File: config.mk
export PLATFORM = sky130hd
export DESIGN_NAME = esc_wdog_top
export DESIGN_NICKNAME = d
export VERILOG_FILES = /design/src/rtl/esc_wdog_pkg.sv /design/src/rtl/esc_wdog_tick.sv /design/src/rtl/esc_wdog_regs.sv /design/src/rtl/esc_wdog_fsm.sv /design/src/rtl/esc_wdog_top.sv
export SDC_FILE = /design/constraint.sdc
export NUM_CORES = 1
export LEC_CHECK = 0
export BUFFER_PORTS_ARGS = -buffer_cell sky130_fd_sc_hd__buf_2
export CAP_MARGIN = 20
export CELL_PAD_IN_SITES_DETAIL_PLACEMENT = 1
export CELL_PAD_IN_SITES_GLOBAL_PLACEMENT = 1
export CORE_MARGIN = 2
export CORE_UTILIZATION = 37
export DETAILED_ROUTE_END_ITERATION = 12
export GPL_ROUTABILITY_DRIVEN = 1
export GPL_TIMING_DRIVEN = 0
export PLACE_DENSITY = 0.82
export SETUP_SLACK_MARGIN = 0.2
export SYNTH_ARGS = -nofsm -noshare
export SYNTH_HDL_FRONTEND = slang
export SYNTH_SLANG_ARGS = --single-unit
export TNS_END_PERCENT = 10
File: constraint.sdc
create_clock -name clk -period 2.1 [get_ports clk]
set_input_delay 0.21 -clock clk [delete_from_list [all_inputs] [get_ports clk]]
set_output_delay 0.21 -clock clk [all_outputs]
set_load 0.005 [all_outputs]
File: src/rtl/esc_wdog_pkg.sv
package esc_wdog_pkg;

    localparam int ADDR_W = 5;
    localparam int DATA_W = 32;

    localparam logic [ADDR_W-1:0] OFS_CTRL    = 5'h00;
    localparam logic [ADDR_W-1:0] OFS_IRQ_TMO = 5'h04;
    localparam logic [ADDR_W-1:0] OFS_ESC_TMO = 5'h08;
    localparam logic [ADDR_W-1:0] OFS_COUNT   = 5'h0C;
    localparam logic [ADDR_W-1:0] OFS_MASK    = 5'h10;

    localparam int CB_TRIG   = 0;
    localparam int CB_UNLOCK = 1;
    localparam int CB_IRQEN  = 2;

    typedef enum logic [1:0] {
        ST_IDLE     = 2'd0,
        ST_IRQ_WAIT = 2'd1,
        ST_ESC_WAIT = 2'd2,
        ST_SPENT    = 2'd3
    } wd_state_t;

endpackage

File: src/rtl/esc_wdog_tick.sv
module esc_wdog_tick #(
    parameter int TICK_DIV = 200
) (
    input  logic clk,
    input  logic rst,
    input  logic restart,
    output logic tick_o
);

    generate
        if (TICK_DIV <= 1) begin : g_passthru
            assign tick_o = 1'b1;
        end else begin : g_divider
            localparam int PW = $clog2(TICK_DIV);
            localparam logic [PW-1:0] LAST = PW'(TICK_DIV - 1);

            logic [PW-1:0] phase;

            assign tick_o = (phase == LAST);

            always_ff @(posedge clk) begin
                if (rst || restart) begin
                    phase <= '0;
                end else if (tick_o) begin
                    phase <= '0;
                end else begin
                    phase <= phase + PW'(1);
                end
            end
        end
    endgenerate

endmodule

File: src/rtl/esc_wdog_regs.sv
module esc_wdog_regs
    import esc_wdog_pkg::*;
#(
    parameter int CNT_W = 16
) (
    input  logic              clk,
    input  logic              rst,
    input  logic              bus_sel,
    input  logic              bus_wr,
    input  logic [ADDR_W-1:0] bus_addr,
    input  logic [DATA_W-1:0] bus_wdata,
    output logic [DATA_W-1:0] bus_rdata,
    input  logic [CNT_W-1:0]  count_i,
    output logic              trig_o,
    output logic              pend_clr_o,
    output logic              unlock_o,
    output logic              irq_en_o,
    output logic              irq_pass_o,
    output logic [CNT_W-1:0]  irq_tmo_o,
    output logic [CNT_W-1:0]  esc_tmo_o
);

    logic wr_hit;
    logic ctrl_wr;
    logic unused_bits;

    assign wr_hit      = bus_sel && bus_wr;
    assign ctrl_wr     = wr_hit && (bus_addr == OFS_CTRL);
    assign trig_o      = ctrl_wr && bus_wdata[CB_TRIG];
    assign pend_clr_o  = ctrl_wr && !bus_wdata[CB_IRQEN];
    assign unused_bits = ^bus_wdata;

    always_ff @(posedge clk) begin
        if (rst) begin
            unlock_o   <= 1'b0;
            irq_en_o   <= 1'b0;
            irq_pass_o <= 1'b0;
            irq_tmo_o  <= '0;
            esc_tmo_o  <= '0;
        end else if (wr_hit) begin
            unique case (bus_addr)
                OFS_CTRL: begin
                    unlock_o <= bus_wdata[CB_UNLOCK];
                    irq_en_o <= bus_wdata[CB_IRQEN];
                end
                OFS_IRQ_TMO: if (unlock_o) irq_tmo_o <= bus_wdata[CNT_W-1:0];
                OFS_ESC_TMO: if (unlock_o) esc_tmo_o <= bus_wdata[CNT_W-1:0];
                OFS_MASK:    irq_pass_o <= bus_wdata[0];
                default: ;
            endcase
        end
    end

    always_comb begin
        bus_rdata = '0;
        unique case (bus_addr)
            OFS_CTRL: begin
                bus_rdata[CB_UNLOCK] = unlock_o;
                bus_rdata[CB_IRQEN]  = irq_en_o;
            end
            OFS_IRQ_TMO: bus_rdata = DATA_W'(irq_tmo_o);
            OFS_ESC_TMO: bus_rdata = DATA_W'(esc_tmo_o);
            OFS_COUNT:   bus_rdata = DATA_W'(count_i);
            OFS_MASK:    bus_rdata[0] = irq_pass_o;
            default:     bus_rdata = '0;
        endcase
    end

endmodule

File: src/rtl/esc_wdog_fsm.sv
module esc_wdog_fsm
    import esc_wdog_pkg::*;
#(
    parameter int CNT_W = 16
) (
    input  logic             clk,
    input  logic             rst,
    input  logic             tick,
    input  logic             trig,
    input  logic             irq_en,
    input  logic             pend_clr,
    input  logic [CNT_W-1:0] irq_tmo,
    input  logic [CNT_W-1:0] esc_tmo,
    output logic [CNT_W-1:0] count_o,
    output logic             pend_o,
    output logic             esc_o,
    output wd_state_t        state_o
);

    localparam logic [CNT_W-1:0] ONE = CNT_W'(1);

    wd_state_t        state_q, state_d;
    logic [CNT_W-1:0] cnt_q, cnt_d;
    logic             set_pend;
    logic             fire_esc;
    logic             disabled;

    assign disabled = (irq_tmo == '0) && (esc_tmo == '0);
    assign count_o  = cnt_q;
    assign state_o  = state_q;

    always_comb begin
        state_d  = state_q;
        cnt_d    = cnt_q;
        set_pend = 1'b0;
        fire_esc = 1'b0;
        if (disabled) begin
            state_d = ST_IDLE;
            cnt_d   = '0;
        end else if (trig) begin
            state_d = ST_IRQ_WAIT;
            cnt_d   = irq_tmo;
        end else begin
            unique case (state_q)
                ST_IDLE: ;
                ST_IRQ_WAIT: begin
                    if (tick) begin
                        if (cnt_q <= ONE) begin
                            state_d  = ST_ESC_WAIT;
                            cnt_d    = esc_tmo;
                            set_pend = irq_en;
                        end else begin
                            cnt_d = cnt_q - ONE;
                        end
                    end
                end
                ST_ESC_WAIT: begin
                    if (tick) begin
                        if (cnt_q <= ONE) begin
                            state_d  = ST_SPENT;
                            cnt_d    = '0;
                            fire_esc = 1'b1;
                        end else begin
                            cnt_d = cnt_q - ONE;
                        end
                    end
                end
                ST_SPENT: cnt_d = '0;
                default: begin
                    state_d = ST_IDLE;
                    cnt_d   = '0;
                end
            endcase
        end
    end

    always_ff @(posedge clk) begin
        if (rst) begin
            state_q <= ST_IDLE;
            cnt_q   <= '0;
        end else begin
            state_q <= state_d;
            cnt_q   <= cnt_d;
        end
    end

    always_ff @(posedge clk) begin
        if (rst) begin
            esc_o  <= 1'b0;
            pend_o <= 1'b0;
        end else begin
            esc_o  <= fire_esc;
            pend_o <= (pend_o || set_pend) && !(pend_clr || trig);
        end
    end

endmodule

File: src/rtl/esc_wdog_top.sv
module esc_wdog_top
    import esc_wdog_pkg::*;
#(
    parameter int TICK_DIV = 200,
    parameter int CNT_W    = 16
) (
    input  logic        clk,
    input  logic        rst,
    input  logic        bus_sel,
    input  logic        bus_wr,
    input  logic [4:0]  bus_addr,
    input  logic [31:0] bus_wdata,
    output logic [31:0] bus_rdata,
    output logic        irq_o,
    output logic        esc_o
);

    logic             trig;
    logic             pend_clr;
    logic             ctrl_unlock;
    logic             irq_en;
    logic             irq_pass;
    logic [CNT_W-1:0] tmo_irq;
    logic [CNT_W-1:0] tmo_esc;
    logic [CNT_W-1:0] wd_count;
    logic             pend;
    logic             tick;
    wd_state_t        wd_state;

    esc_wdog_regs #(.CNT_W(CNT_W)) regs_i (
        .clk        (clk),
        .rst        (rst),
        .bus_sel    (bus_sel),
        .bus_wr     (bus_wr),
        .bus_addr   (bus_addr),
        .bus_wdata  (bus_wdata),
        .bus_rdata  (bus_rdata),
        .count_i    (wd_count),
        .trig_o     (trig),
        .pend_clr_o (pend_clr),
        .unlock_o   (ctrl_unlock),
        .irq_en_o   (irq_en),
        .irq_pass_o (irq_pass),
        .irq_tmo_o  (tmo_irq),
        .esc_tmo_o  (tmo_esc)
    );

    esc_wdog_tick #(.TICK_DIV(TICK_DIV)) tick_i (
        .clk     (clk),
        .rst     (rst),
        .restart (trig),
        .tick_o  (tick)
    );

    esc_wdog_fsm #(.CNT_W(CNT_W)) fsm_i (
        .clk      (clk),
        .rst      (rst),
        .tick     (tick),
        .trig     (trig),
        .irq_en   (irq_en),
        .pend_clr (pend_clr),
        .irq_tmo  (tmo_irq),
        .esc_tmo  (tmo_esc),
        .count_o  (wd_count),
        .pend_o   (pend),
        .esc_o    (esc_o),
        .state_o  (wd_state)
    );

    assign irq_o = pend && irq_pass;

endmodule

# Yosys cells after proc, flatten, opt, wreduce, memory -nomap -nowiden
# Index checks and enable logic that the tools add are counted.
[totals] register_bits=63 latchBits=0 ramBits=0 romBits=0 in_bits=41 output_inout_bits=34 elab_cells=82 n_memories=0
[op_classes] n_addsub=2 n_mul=0 n_div=0 order_cmp=1 n_eq_ne=16 n_shift=0 muxes=21 bitwise=2 n_reduce_logical=29
[op_table] cell="two-way mux 16 bit" count=5
[op_table] cell="case mux 16 bit (3 select lines)" count=1
[op_table] cell="case mux 13 bit (3 select lines)" count=1
[op_table] cell="logical NOT 16 bit" count=2
[op_table] cell="less-or-equal comparator 16 x 1 -> 1 bit (second input constant)" count=1
[op_table] cell="subtractor 16 x 1 -> 16 bit (second input constant)" count=1
[op_table] cell="!= test 3 x 1 -> 1 bit (second input constant)" count=4
[op_table] cell="== test 5 x 4 -> 1 bit (second input constant)" count=2
[op_table] cell="AND reduction 5 bit" count=2
[op_table] cell="AND reduction 3 bit" count=3
[op_table] cell="adder 8 x 1 -> 8 bit (second input constant)" count=1
[op_table] cell="== test 8 bit (second input constant)" count=1
[op_table] cell="two-way mux 2 bit" count=4
[op_table] cell="!= test 2 x 1 -> 1 bit (second input constant)" count=4
[op_table] cell="case mux 2 bit (4 select lines)" count=1
[op_table] cell="logical AND 1 bit" count=7
[op_table] cell="two-way mux 1 bit" count=7
[op_table] cell="== test 5 x 3 -> 1 bit (second input constant)" count=1
[op_table] cell="== test 5 bit (second input constant)" count=1
[op_table] cell="logical NOT 5 bit" count=1
[op_table] cell="OR reduction 5 bit" count=1
[op_table] cell="== test 2 bit (second input constant)" count=2
[op_table] cell="case mux 1 bit (4 select lines)" count=1
[op_table] cell="case mux 2 bit (2 select lines)" count=1
[op_table] cell="other kinds (10)" count=16

# Depth between registers and ports, before layout
# Gate-level depths: netlist of run 1.
[depth] ltp_word=8 depth_mapped=9 mapped_depth_nobuf=7

# Cells and area by module
# A second synthesis of run 1 with hierarchy kept.
[hier_totals] hier_cells=436 hier_area_um2=3938.8
[by_module_without_submodules] mod="esc_wdog_regs" n_inst=1 cells_per_inst=214 area_each_um2=2062.0 seq_area_each_um2=700.7
[by_module_without_submodules] mod="esc_wdog_fsm" n_inst=1 cells_per_inst=180 area_each_um2=1503.9 seq_area_each_um2=400.4
[by_module_without_submodules] mod="esc_wdog_tick" n_inst=1 cells_per_inst=41 area_each_um2=366.6 seq_area_each_um2=160.2
[by_module_without_submodules] mod="esc_wdog_top" n_inst=1 cells_per_inst=1 area_each_um2=6.3 seq_area_each_um2=0.0

# Worst setup path before layout of run 1
# No wires, ideal clock.
[synth_timing] path_type="register to register" start="register fsm_i.state_q[0], in the netlist fsm_i.state_o[0]" end="register fsm_i.cnt_q[5], in the netlist fsm_i.count_o[5]" setup_ps=117 t_arrival_ps=2004 t_required_ps=1983 setup_slack_ps=-21 path_stages_with_launch=9 path_buffers=2 period_less_slack_ps=2121 path_cell_list="dfxtp_1 inv_1 ha_1 or3b_2 o31a_1 clkbuf_1 buf_2 a221o_1 a32o_1"
[synth_via] elab_chain_len=3 elab_cells_between_ends=9 classes_between="5 x eq/ne; 2 x mux; 2 x reduce/logical"
[synth_lines] item="start, declared" line_no="esc_wdog_fsm.sv:22" text="wd_state_t state_q, state_d;"
[synth_lines] item="start signal, assigned" line_no="esc_wdog_fsm.sv:82" text="state_q <= state_d;"
[synth_lines] item="== test 2 bit / == test 2 x 1 -> 1 bit (equally long branches)" line_no="esc_wdog_fsm.sv:44" text="unique case (state_q)"
[synth_lines] item="!= test 3 x 1 -> 1 bit (no source line), or another cell as far along"
[synth_lines] item="AND reduction 3 bit (no source line) / two-way mux 16 bit (equally long branches)"
[synth_lines] item="end signal, assigned" line_no="esc_wdog_fsm.sv:83" text="cnt_q <= cnt_d;"
[synth_lines] item="end, declared" line_no="esc_wdog_fsm.sv:23" text="logic [CNT_W-1:0] cnt_q, cnt_d;"
# Several ways; a longest one is shown, not always the timed one.
# A chain may end at the register's enable or synchronous reset.

# Worst setup path after layout of run 1
[layout_timing] start="register fsm_i.cnt_q[3], in the netlist fsm_i.count_o[3]" end="register fsm_i.cnt_q[1], in the netlist fsm_i.count_o[1]"
[layout_via] elab_chain_len=5 elab_cells_between_ends=7 classes_between="1 x order compare; 6 x mux"
[layout_lines] item="less-or-equal comparator 16 x 1 -> 1 bit *" line_no="esc_wdog_fsm.sv:48, esc_wdog_fsm.sv:59"
[layout_lines] item="two-way mux 16 bit (on tied branches)" line_no="esc_wdog_fsm.sv:59, esc_wdog_fsm.sv:48"
[layout_lines] item="two-way mux 16 bit (on tied branches)" line_no="esc_wdog_fsm.sv:58, esc_wdog_fsm.sv:47"
[layout_lines] item="case mux 16 bit (3 select lines) *" line_no="esc_wdog_fsm.sv:44"
[layout_lines] item="two-way mux 16 bit *" line_no="esc_wdog_fsm.sv:40" text="end else if (trig) begin"
# Mark *: on every way between the ends. The rest lies on a longest branch, timed or not. The select of a mux whose other input is x is not followed.

==> key figures, run 1 <==
Finish
  • Antenna cells: 0
  • Share of post-route cells with drive strength above 1: 31.6%
  • Layout area overhead: 26.6%
  • Fill cell count: 1205
  • Fin nets: 574

Min path
  • Hold-critical path depth: 3
  • Hold Crit Start: bus_wdata[11]
  • Worst hold path class: primary input to register

Global routing
  • GR Overflow Total: 0
  • Maximum number of pins on one net before global-route repair: 13
  • Total track usage: roughly 24%
  • First-pass GRT wire length: between 20000 and 25000 um
  • Initial antenna violation count: 0
  • Vias in the first global route: around 4000

Logic synthesis
  • Total number of yosys warnings: 0
  • Post-Syn Instances: 446
  • Synth cell types: 57
  • Sequential area share after synthesis: 33.6%
  • Post-synth ARST share: 0%
  • Number of synthesized flops with an enable pin: 0
  • Synth top cells by count: 63 x dfxtp_1, 57 x nor2_1, 44 x nand2_1
  • Largest area contributor in the netlist: dfxtp_1
  • Most frequent cell after synthesis: dfxtp_1
  • Avg Cell Area, Syn: 8.41 sq um
  • Synth top area share: between 30% and 40%
  • #FFs+latches synth: 63
  • Dominant cells by area after synthesis: dfxtp_1 34%, nor2_1 5.7%, mux2i_1 5.1%, nand2_1 4.4%, mux2_2 4.2%
  • Synth Cell Area: 0.00375 sq mm
  • Synth Flop Type: dfxtp_1

Worst setup path
  • CP cell instances: or4_4 -> nor3_4 -> a41oi_4 -> a221o_1 -> a32o_1
  • Crit Path Max Fanout: 9
  • Reg-to-Reg Start: fsm_i.count_o[3]$_SDFFE_PP0P_
  • WP data arrival: 2340 ps
  • WS Path Type: register to register
  • CP startpoint: fsm_i.count_o[3]$_SDFFE_PP0P_
  • Worst r2r path cells: 5
  • Crit start category: register
  • Flop2flop setup slack: 6 ps
  • Max stage delay on crit path: roughly 540 ps
  • CP required: 2340 ps
  • Crit. End Element: register
  • Highest-delay cell along the critical path: or4_4

Pwr
  • Total power: 2.43 mW
  • P_leak: 1.81 nW
  • P per Cell Area: 512 mW/mm^2
  • Worst VDD drop: roughly 0.21 mV

Detailed routing
  • Via density: 5.79
  • DRT antenna net count: 0
  • M1 WL: around 5500 um
  • Met3 WL post-DR: 850 um
  • WL final: 13300 um
  • Iter 0 DRT Violations: between 300 and 400
  • Residual DRC count: 0
  • 1st-pass router iterations: 5
  • Uppermost routed layer: met4
  • WL/cell: 20.1 um
  • Met2 wire length: 6610 um
  • Via count: 3851

CTS
  • Longest Clk Path Bufs: 2
  • H-tree depth: 3
  • Clock Latency Late Sink: 360 ps
  • Reg clk slew, reported paths: approximately 80 ps
  • TritonCTS clock tree: yes
  • Clock sinks: 63
  • CTS Root Cell: clkbuf_8
  • TritonCTS Buffers: 9

Outcome
  • Status: finished, final reports clean

STA
  • Setup skew after layout: 10.1 ps
  • Hold Fails Final Rpt: 0
  • Max frequency: 478 MHz
  • # setup viols final: 0
  • Worst rel slew slack: 44.4%
  • RSZ-0062 raised after global routing: true
  • Final worst path period need: 2090 ps
  • Tightest Pin Transition: approximately 830 ps
  • Min Hold Slack: 98.6 ps
  • Final Slew Violations: 0
  • Crit share post-route: approximately 100%

Placed design
  • Routability cong.: 0.919
  • Post-detail-place hpwl: 9120 um
  • IO buf count: 42

Die
  • Die Wd: 105 um
  • # rows: 36
  • Die height: 105 um
  • Initial Util: 38.2%
  • Core ar.: slightly below 0.01 sq mm
  • I/O pins: 75
  • Die area: 0.0110 sq mm

Run
  • Max Cap Violations: 0
[final timing paths]
check                                    endpoint
max                 fsm_i.count_o[1]$_SDFFE_PP0P_
min             regs_i.irq_tmo_o[11]$_SDFFE_PP0P_
max reg2reg         fsm_i.count_o[1]$_SDFFE_PP0P_
min reg2reg  tick_i.g_divider.phase[0]$_SDFF_PP0_
[flip-flops by register name, summed over array words and instances, names as in the netlist]
name,count
regs_i.irq_pass_o,1
regs_i.esc_tmo_o,16
regs_i.unlock_o,1
tick_i.g_divider.phase,8
regs_i.irq_en_o,1
fsm_i.pend_o,1
fsm_i.esc_o,1
regs_i.irq_tmo_o,16
fsm_i.count_o,16
fsm_i.state_o,2
[power breakdown]
group | leakage, nW | internal [mW] | switching, mW | total (mW)
clock network | 0.0956 | 0.549 | 0.542 | 1.09
registers | 0.514 | 1.19 | 0.00415 | 1.20
logic | 1.20 | 0.0588 | 0.0857 | 0.144
total | 1.81 | 1.80 | 0.632 | 2.43
[routing by layer]
| layer | track usage [%] | up-vias |
|---|---|---|
| met1 | 30.0 | 1900 |
| met3 | 3.74 | 30 |
| li1 | - | 1762 |
| met2 | 41.4 | 159 |
| met4 | 11.1 | 0 |
| met5 | 0 | - |
[repair_timing]
item,4_1_cts,5_1_grt
setup endpoints to repair,59,55
buffers inserted,11,1
resized for setup,38,41
cloned,1,0
hold buffers,0,0
pin swaps,16,11
[critical path, delay by kind of cell (launching register included)]
| kind | cells | cell delay, ps |
|---|---|---|
| AO/OA/AOI/OAI | 3 | 850 |
| flip-flops | 1 | 350 |
| AND/OR/NAND/NOR | 2 | 780 |
[final cells by class]
| type | count | area, sq um | share of cell area (%) |
|---|---|---|---|
| multi-input combinational | 344 | 2410 | 50.9 |
| sequential | 63 | 1280 | 27.1 |
| timing repair buffer | 55 | 335 | 7.06 |
| buffer | 45 | 315 | 6.64 |
| tap | 133 | 166 | 3.51 |
| clock buffer | 9 | 124 | 2.61 |
| clock inverter | 7 | 72.6 | 1.53 |
| inverter | 9 | 33.8 | 0.712 |
[metrics by stage]
stage	util [%]	worst slack, ps	setup TNS (ps)	instances	cell area, sq um
after global routing	48.3	-33.6	-96.4	665	4750
after detailed placement	42.8	-730	-23330	636	4200
after global placement	42.8	-674	-17790	636	4200
after floorplan	-	123	0	461	3830
after CTS	47.3	2.81	0	664	4640
final	48.3	6.01	0	665	4750
[placed cells by master (no fill, tap or decap), types with 4 or more instances in the layout]
cell type / synthesis / routed
a21oi_1: 25 / 25
dfxtp_1: 63 / 54
a211oi_1: 7 / 5
clkbuf_8: 0 / 9
nand4_1: 9 / 9
o21ai_0: 8 / 8
and3_1: 9 / 8
nand3_1: 19 / 16
a22oi_1: 14 / 14
nand2_1: 44 / 44
dfxtp_2: 0 / 4
buf_6: 2 / 7
mux2i_1: 19 / 19
xor2_1: 8 / 8
clkbuf_2: 0 / 5
nor4_1: 15 / 12
conb_1: 1 / 16
or3_1: 4 / 4
xnor2_1: 8 / 8
buf_2: 4 / 46
dfxtp_4: 0 / 5
inv_1: 9 / 6
buf_4: 17 / 27
nor3_1: 6 / 5
nor2_1: 57 / 53
clkbuf_1: 21 / 9
a32o_1: 7 / 7
a221o_1: 7 / 7
mux2_2: 14 / 14
[kinds of logic after synthesis]
kind of cell / synth area share [%]
DFF: 33.6
AOI/OAI and AO/OA: 17.4
buffers and inverters: 7.94
adders and majority gates: 2.00
muxes: 10.5
xor gates and xnor gates: 3.74
other: 0.100
and+or+nand+nor: 24.7
(Power assumes the default switching activity.)
==> run 2: changes to the inputs <==
Settings changed: SETUP_SLACK_MARGIN 0.2 to default, SLEW_MARGIN from default to 15.
==> run 2 against run 1 <==
Net effect: the run now ends with setup timing left; total power decreased by 4.5%; global-route usage decreased by 1.5 points; worst hold slack got worse by 12 ps; clock power decreased by 9.8%; non-clock buffer count decreased by 5; worst setup slack got worse by 84 ps; maximum frequency decreased by 3.9%; first-iteration DRC count decreased by 27%; critical path depth unchanged; count of clock-buffer cells in the layout unchanged; wire length decreased by 3.4%; sequential share of layout area increased by 0.57 points; critical endpoint unchanged; largest cell class unchanged.
==> key figures, run 2 (same netlist as run 1, synthesis figures left out) <==
Detailed routing
  • Via count: 3789 (was 3851)
  • Iter 0 DRT Violations: 255 (was 348)
  • WL/cell: 19.5 um (was 20.1 um)
  • Residual DRC count: 0 (unchanged)
  • 1st-pass router iterations: 5 (unchanged)
  • DRT antenna net count: 0 (unchanged)
  • WL final: 12900 um (was 13300 um)
  • Via density: 5.74 (was 5.79)

Run
  • Max Cap Violations: 0 (unchanged)

Worst setup path
  • Crit start category: register (unchanged)
  • CP required: 2360 ps (was 2340 ps)
  • Crit Path Max Fanout: 8 (was 9)
  • WP data arrival: 2430 ps (was 2340 ps)
  • WS Path Type: register to register (unchanged)
  • Crit. End Element: register (unchanged)

Global routing
  • Total track usage: 22.8% (was 24.2%)
  • GR Overflow Total: 0 (unchanged)
  • Maximum number of pins on one net before global-route repair: 13 (unchanged)
  • First-pass GRT wire length: 19800 um (was 21100 um)
  • Initial antenna violation count: 0 (unchanged)
  • Vias in the first global route: 3809 (was 4020)

STA
  • Setup_tns: -547 ps (was 0 ps)
  • Worst rel slew slack: 50.7% (was 44.4%)
  • Final Slew Violations: 0 (unchanged)
  • Crit share post-route: 104% (was 99.7%)
  • # setup viols final: 10 (was 0)
  • RSZ-0062 raised after global routing: true (unchanged)
  • Max frequency: 459 MHz (was 478 MHz)
  • Final worst path period need: 2180 ps (was 2090 ps)
  • Setup skew after layout: 9.63 ps (was 10.1 ps)
  • PnR worst setup slack: -78.0 ps (was 6.01 ps)
  • Hold Fails Final Rpt: 0 (unchanged)
  • Tightest Pin Transition: 733 ps (was 826 ps)
  • Min Hold Slack: 86.2 ps (was 98.6 ps)

Finish
  • Fin nets: 569 (was 574)
  • Share of post-route cells with drive strength above 1: 27.7% (was 31.6%)
  • Antenna cells: 0 (unchanged)
  • Final design utilization: 46.9% (was 48.3%)
  • Most frequent cells in the layout: 57 x nor2_1, 57 x dfxtp_1, 45 x buf_2 (was 54 x dfxtp_1, 53 x nor2_1, 46 x buf_2)
  • Layout area overhead: 22.8% (was 26.6%)
  • Post-route cell area: 0.00461 sq mm (was 0.00475 sq mm)

CTS
  • Clock sinks: 63 (unchanged)
  • Reg clk slew, reported paths: 80 ps (about the same)
  • Clock Latency Late Sink: 360 ps (about the same)
  • TritonCTS Buffers: 9 (unchanged)
  • CTS Root Cell: clkbuf_8 (unchanged)
  • TritonCTS clock tree: yes (unchanged)
  • H-tree depth: 3 (unchanged)
  • Longest Clk Path Bufs: 2 (unchanged)
  • Cts hold-fix bufs: 0 (unchanged)

Outcome
  • Status: complete, but fails checks (was finished, final reports clean)
  • Failing checks: setup timing

Placed design
  • Post-Place Cell Area: 0.00419 sq mm (was 0.00420 sq mm)
  • Routability cong.: 0.882 (was 0.919)
  • Post-detail-place hpwl: 9080 um (was 9120 um)
  • IO buf count: 42 (unchanged)
  • Pre-CTS WS: -683 ps (was -730 ps)

Pwr
  • P per Cell Area: 504 mW/mm^2 (was 512 mW/mm^2)
  • P_leak: 1.74 nW (was 1.81 nW)
  • Worst VDD drop: 0.261 mV (was 0.213 mV)

Die
  • Die Wd: 105 um (unchanged)
  • # rows: 36 (unchanged)
  • Core ar.: 0.00982 sq mm (unchanged)
  • Die height: 105 um (unchanged)
  • Die area: 0.0110 sq mm (unchanged)
  • Initial Util: 38.2% (unchanged)
  • I/O pins: 75 (unchanged)

Min path
  • Worst hold path class: primary input to register (unchanged)
-- run 2: changes by cell type in the layout (fill, tap and decap cells not counted), moves of 3 or more --
| cell | change |
|---|---|
| inv_2 | -3 |
| buf_6 | -3 |
| dfxtp_4 | -3 |
| inv_1 | +3 |
| nor2_1 | +4 |
| clkbuf_1 | +4 |
| dfxtp_1 | +3 |
-- run 2: path summary, 6_finish.rpt --
kind	depth (start not counted)	slack (ps)	from	endpoint
min reg2reg	1	450	tick_i.g_divider.phase[0]$_SDFF_PP0_	tick_i.g_divider.phase[0]$_SDFF_PP0_
min	3	90	bus_wdata[7]	regs_i.irq_tmo_o[7]$_SDFFE_PP0P_
max reg2reg	5	-80	fsm_i.count_o[3]$_SDFFE_PP0P_	fsm_i.count_o[1]$_SDFFE_PP0P_
max	5	-80	fsm_i.count_o[3]$_SDFFE_PP0P_	fsm_i.count_o[1]$_SDFFE_PP0P_
-- run 2: final cells by class --
cell class	count	area, sq um
buffer	41	253
clock buffer	9	124
clock inverter	7	50.0
fill	1212	5210
inverter	9	33.8
multi-input combinational	344	2370
sequential	63	1270
tap	133	166
timing repair buffer	54	342
-- run 2: what timing repair did --
| action | CTS | global route |
|---|---|---|
| gates resized for setup | 22 | 19 |
| endpoints found under the setup margin | 28 | 37 |
| setup buffers | 5 | 6 |
| pin swaps | 6 | 10 |
| cloned | 0 | 1 |
-- run 2: metal layers --
layer	routed length [um]	track usage, %	part of all wire (%)
met1	5440	29.2	42
met2	6270	38.0	49
met3	780	4.24	6.1
met4	402	8.38	3.1
met5	0	0	0
-- run 2: power by group --
group	internal [mW]	switching (mW)
combinational	0.0571	0.0837
clock	0.427	0.556
sequential	1.20	0.00448
total	1.68	0.644
-- run 2: worst max-delay path, cell delays in order, from the launching register on --
cell and delay [ps]:
dfxtp_4 370, or4_4 520, nor3_4 340, a41oi_4 270, a221o_1 370, a32o_1 210
-- run 2: through the flow --
stage	power, mW	cells
6_report	2.32	660
5_1_grt	2.39	660
4_1_cts	2.33	654
3_5_place_dp	1.36	636
3_3_place_gp	1.36	636
2_1_floorplan	1.31	461
==> run 3: changes to the inputs <==
Settings changed: CAP_MARGIN 20 to default, CORE_UTILIZATION 37 to 38, SYNTH_HIERARCHICAL from default to 1.
==> run 3 against run 2 <==
Net effect: the flow still finishes with violations (setup timing); sequential share of layout area is 1.1 points lower; cell count is 0.61% lower; sequential power hardly changed; wire length is 4.3% higher; cell area is 3.3% higher; first-iteration DRC count is 3.1% lower; maximum frequency is 2.6% higher.
==> key figures, run 3 <==
Outcome
  • Status: complete, but fails checks (unchanged)
  • Failing checks: setup timing (unchanged)

Detailed routing
  • Residual DRC count: 0 (unchanged)
  • Via count: 3867 (was 3789)
  • Via density: 5.89 (was 5.74)
  • Iter 0 DRT Violations: 247 (was 255)
  • WL final: 13400 um (was 12900 um)
  • WL/cell: 20.5 um (was 19.5 um)
  • 1st-pass router iterations: 5 (unchanged)
  • DRT antenna net count: 0 (unchanged)

Finish
  • Layout area overhead: 20.9% (was 22.8%)
  • Final design utilization: 46.7% (was 46.9%)
  • Commonest non-fill, non-tap cell in the layout: dfxtp_1
  • Share of post-route cells with drive strength above 1: 30.8% (was 27.7%)
  • Cell Count, Final, Fillers Out: 656 (was 660)
  • Area of the multi-input gates: 0.00249 sq mm (was 0.00237 sq mm)
  • Register area: 0.00126 sq mm (was 0.00127 sq mm)
  • Antenna cells: 0 (unchanged)
  • Post-route cell area: 0.00476 sq mm (was 0.00461 sq mm)
  • Fin nets: 560 (was 569)
  • Most frequent cells in the layout: 60 x dfxtp_1, 48 x buf_2, 47 x nand2b_1 (was 57 x nor2_1, 57 x dfxtp_1, 45 x buf_2)
  • Fill cell count: 1223 (was 1212)

Placed design
  • IO buf count: 42 (unchanged)
  • Pre-CTS WS: -732 ps (was -683 ps)
  • Inst Count DP: 629 (was 636)
  • Post-detail-place hpwl: 9550 um (was 9080 um)
  • Post-Place Cell Area: 0.00438 sq mm (was 0.00419 sq mm)
  • Routability cong.: 0.877 (was 0.882)

Logic synthesis
  • Post-Syn Instances: 436 (was 446)
  • #FFs+latches synth: 63 (unchanged)
  • Most frequent cell after synthesis: dfxtp_1 (unchanged)
  • Post-synth ARST share: 0% (unchanged)
  • Synth top area share: 32.0% (was 33.6%)
  • Avg Cell Area, Syn: 9.03 sq um (was 8.41 sq um)
  • Sequential area share after synthesis: 32.0% (was 33.6%)
  • Largest area contributor in the netlist: dfxtp_1 (unchanged)
  • Synth top cells by count: 63 x dfxtp_1, 47 x nand2b_1, 29 x mux2i_1 (was 63 x dfxtp_1, 57 x nor2_1, 44 x nand2_1)
  • Total number of yosys warnings: 6 (was 0)
  • Dominant cells by area after synthesis: dfxtp_1 32%, nand2b_1 7.5%, mux2i_1 7.4%, buf_4 3.6%, a21oi_1 2.9% (was dfxtp_1 34%, nor2_1 5.7%, mux2i_1 5.1%, nand2_1 4.4%, mux2_2 4.2%)
  • Synth Cell Area: 0.00394 sq mm (was 0.00375 sq mm)
  • Number of synthesized flops with an enable pin: 0 (unchanged)
  • Synth Flop Type: dfxtp_1 (unchanged)
  • Synth cell types: 64 (was 57)

STA
  • PnR worst setup slack: -21.8 ps (was -78.0 ps)
  • Min Hold Slack: 126 ps (was 86.2 ps)
  • Hold Fails Final Rpt: 0 (unchanged)
  • Max frequency: 471 MHz (was 459 MHz)
  • Worst rel slew slack: 48.1% (was 50.7%)
  • Tightest Pin Transition: 772 ps (was 733 ps)
  • Crit share post-route: 101% (was 104%)
  • Setup skew after layout: 12.0 ps (was 9.63 ps)
  • RSZ-0062 raised after global routing: true (unchanged)
  • # setup viols final: 1 (was 10)
  • Final worst path period need: 2120 ps (was 2180 ps)
  • Final Slew Violations: 0 (unchanged)

Die
  • Die area: 0.0112 sq mm (was 0.0110 sq mm)
  • I/O pins: 75 (unchanged)
  • Die Wd: 106 um (was 105 um)
  • Initial Util: 38.7% (was 38.2%)
  • Core ar.: 0.0102 sq mm (was 0.00982 sq mm)
  • Die height: 106 um (was 105 um)
  • # rows: 37 (was 36)

CTS
  • Longest Clk Path Bufs: 2 (unchanged)
  • TritonCTS clock tree: yes (unchanged)
  • Clock Latency Late Sink: 360 ps (about the same)
  • CTS Root Cell: clkbuf_8 (unchanged)
  • Reg clk slew, reported paths: 80 ps (about the same)
  • Clock sinks: 63 (unchanged)
  • TritonCTS Buffers: 9 (unchanged)
  • H-tree depth: 3 (unchanged)

Pwr
  • Worst VDD drop: 0.248 mV (was 0.261 mV)
  • P per Cell Area: 497 mW/mm^2 (was 504 mW/mm^2)
  • P_leak: 1.98 nW (was 1.74 nW)

Worst setup path
  • CP required: 2350 ps (was 2360 ps)
  • CP cell instances: inv_2 -> ha_4 -> nor2_2 -> or4_4 -> nor3_4 -> buf_6 -> buf_4 -> nand2_1 -> a211oi_2 (was or4_4 -> nor3_4 -> a41oi_4 -> a221o_1 -> a32o_1)
  • Highest-delay cell along the critical path: or4_4 (unchanged)
  • Crit start category: register (unchanged)
  • Crit Path Max Fanout: 7 (was 8)
  • Max stage delay on crit path: 450 ps (was 520 ps)
  • Flop2flop setup slack: -20 ps (was -80 ps)
  • WS Path Type: register to register (unchanged)
  • Crit. End Element: register (unchanged)
  • WP data arrival: 2370 ps (was 2430 ps)

Min path
  • Worst hold path class: primary input to register (unchanged)

Global routing
  • GR Overflow Total: 0 (unchanged)
  • Initial antenna violation count: 0 (unchanged)
  • Maximum number of pins on one net before global-route repair: 14 (was 13)
  • Total track usage: 23.6% (was 22.8%)
  • First-pass GRT wire length: 20600 um (was 19800 um)
  • Vias in the first global route: 3894 (was 3809)

Run
  • Max Cap Violations: 0 (unchanged)
## run 3: cell count changes in the layout (fill, tap and decap cells not counted), sizes merged, moves of 11 or more
cell    previous run  this run
a221o              7        18
a22oi             14         0
buf               76        89
mux2              14         1
nand2             44        18
nand2b             1        47
nand3             19         8
nor2              57        16
## run 3: logic make-up after synthesis
group           share of synthesized area, %
simple gates                            28.9
compound gates                          18.4
flops                                   32.0
buf+inv                                 8.54
mux                                     7.66
xor+xnor                                2.89
fa+ha+maj                               1.52
other cells                           0.0952
## run 3: what timing repair did
action	in CTS	in global routing
pin swaps	6	4
setup endpoints to repair	19	15
setup buffers	6	7
hold buffers	0	0
resized for setup	10	24
endpoints found under the hold margin	0	0
## run 3: worst paths after layout
path,from,end,depth (start not counted)
min,bus_wdata[15],regs_i/irq_tmo_o[15]$_SDFFE_PP0P_,3
min reg2reg,tick_i/g_divider.phase[0]$_SDFF_PP0_,tick_i/g_divider.phase[0]$_SDFF_PP0_,1
max reg2reg,fsm_i/count_o[0]$_SDFFE_PP0P_,fsm_i/count_o[2]$_SDFFE_PP0P_,9
max,fsm_i/count_o[0]$_SDFFE_PP0P_,fsm_i/count_o[2]$_SDFFE_PP0P_,9
## run 3: power by group
group          leakage [nW]  total [mW]  switching, mW  internal (mW)
logic                  1.39       0.162         0.0903         0.0720
clock network        0.0877       0.999          0.557          0.441
registers             0.509        1.20        0.00533           1.20
## run 3: worst max-delay path: cells and delay by family, from the launching register on
| family | cells | cell delay [ps] |
|---|---|---|
| buffers and inverters | 3 | 370 |
| DFF | 1 | 370 |
| and+or+nand+nor | 4 | 850 |
| adders and majority gates | 1 | 160 |
| AOI/OAI and AO/OA | 1 | 270 |
## run 3: cell type report
class                      instances  share of cell area [%]
inverter                           9                   0.710
sequential                        63                    26.6
clock buffer                       9                    2.60
timing repair buffer              55                    6.47
tap                              136                    3.57
buffer                            44                    6.65
multi-input combinational        333                    52.2
clock inverter                     7                    1.21
## run 3: routing by layer
metal  share of wire (%)  up-vias  GRT usage (%)
li1                    -     1769              -
met1                  42     1896           28.5
met2                  49      158           41.0
met3                 4.9       44           3.59
met4                 4.1        0           10.7
met5                   0        -              0
## run 3: stage by stage
| step | TNS, ps | power, mW |
|---|---|---|
| floorplan | 0 | 1.32 |
| detailed placement | -10180 | 1.39 |
| global placement | -8730 | 1.38 |
| finish | -21.8 | 2.37 |
| CTS | -4.11 | 2.38 |
| global route | -209 | 2.45 |
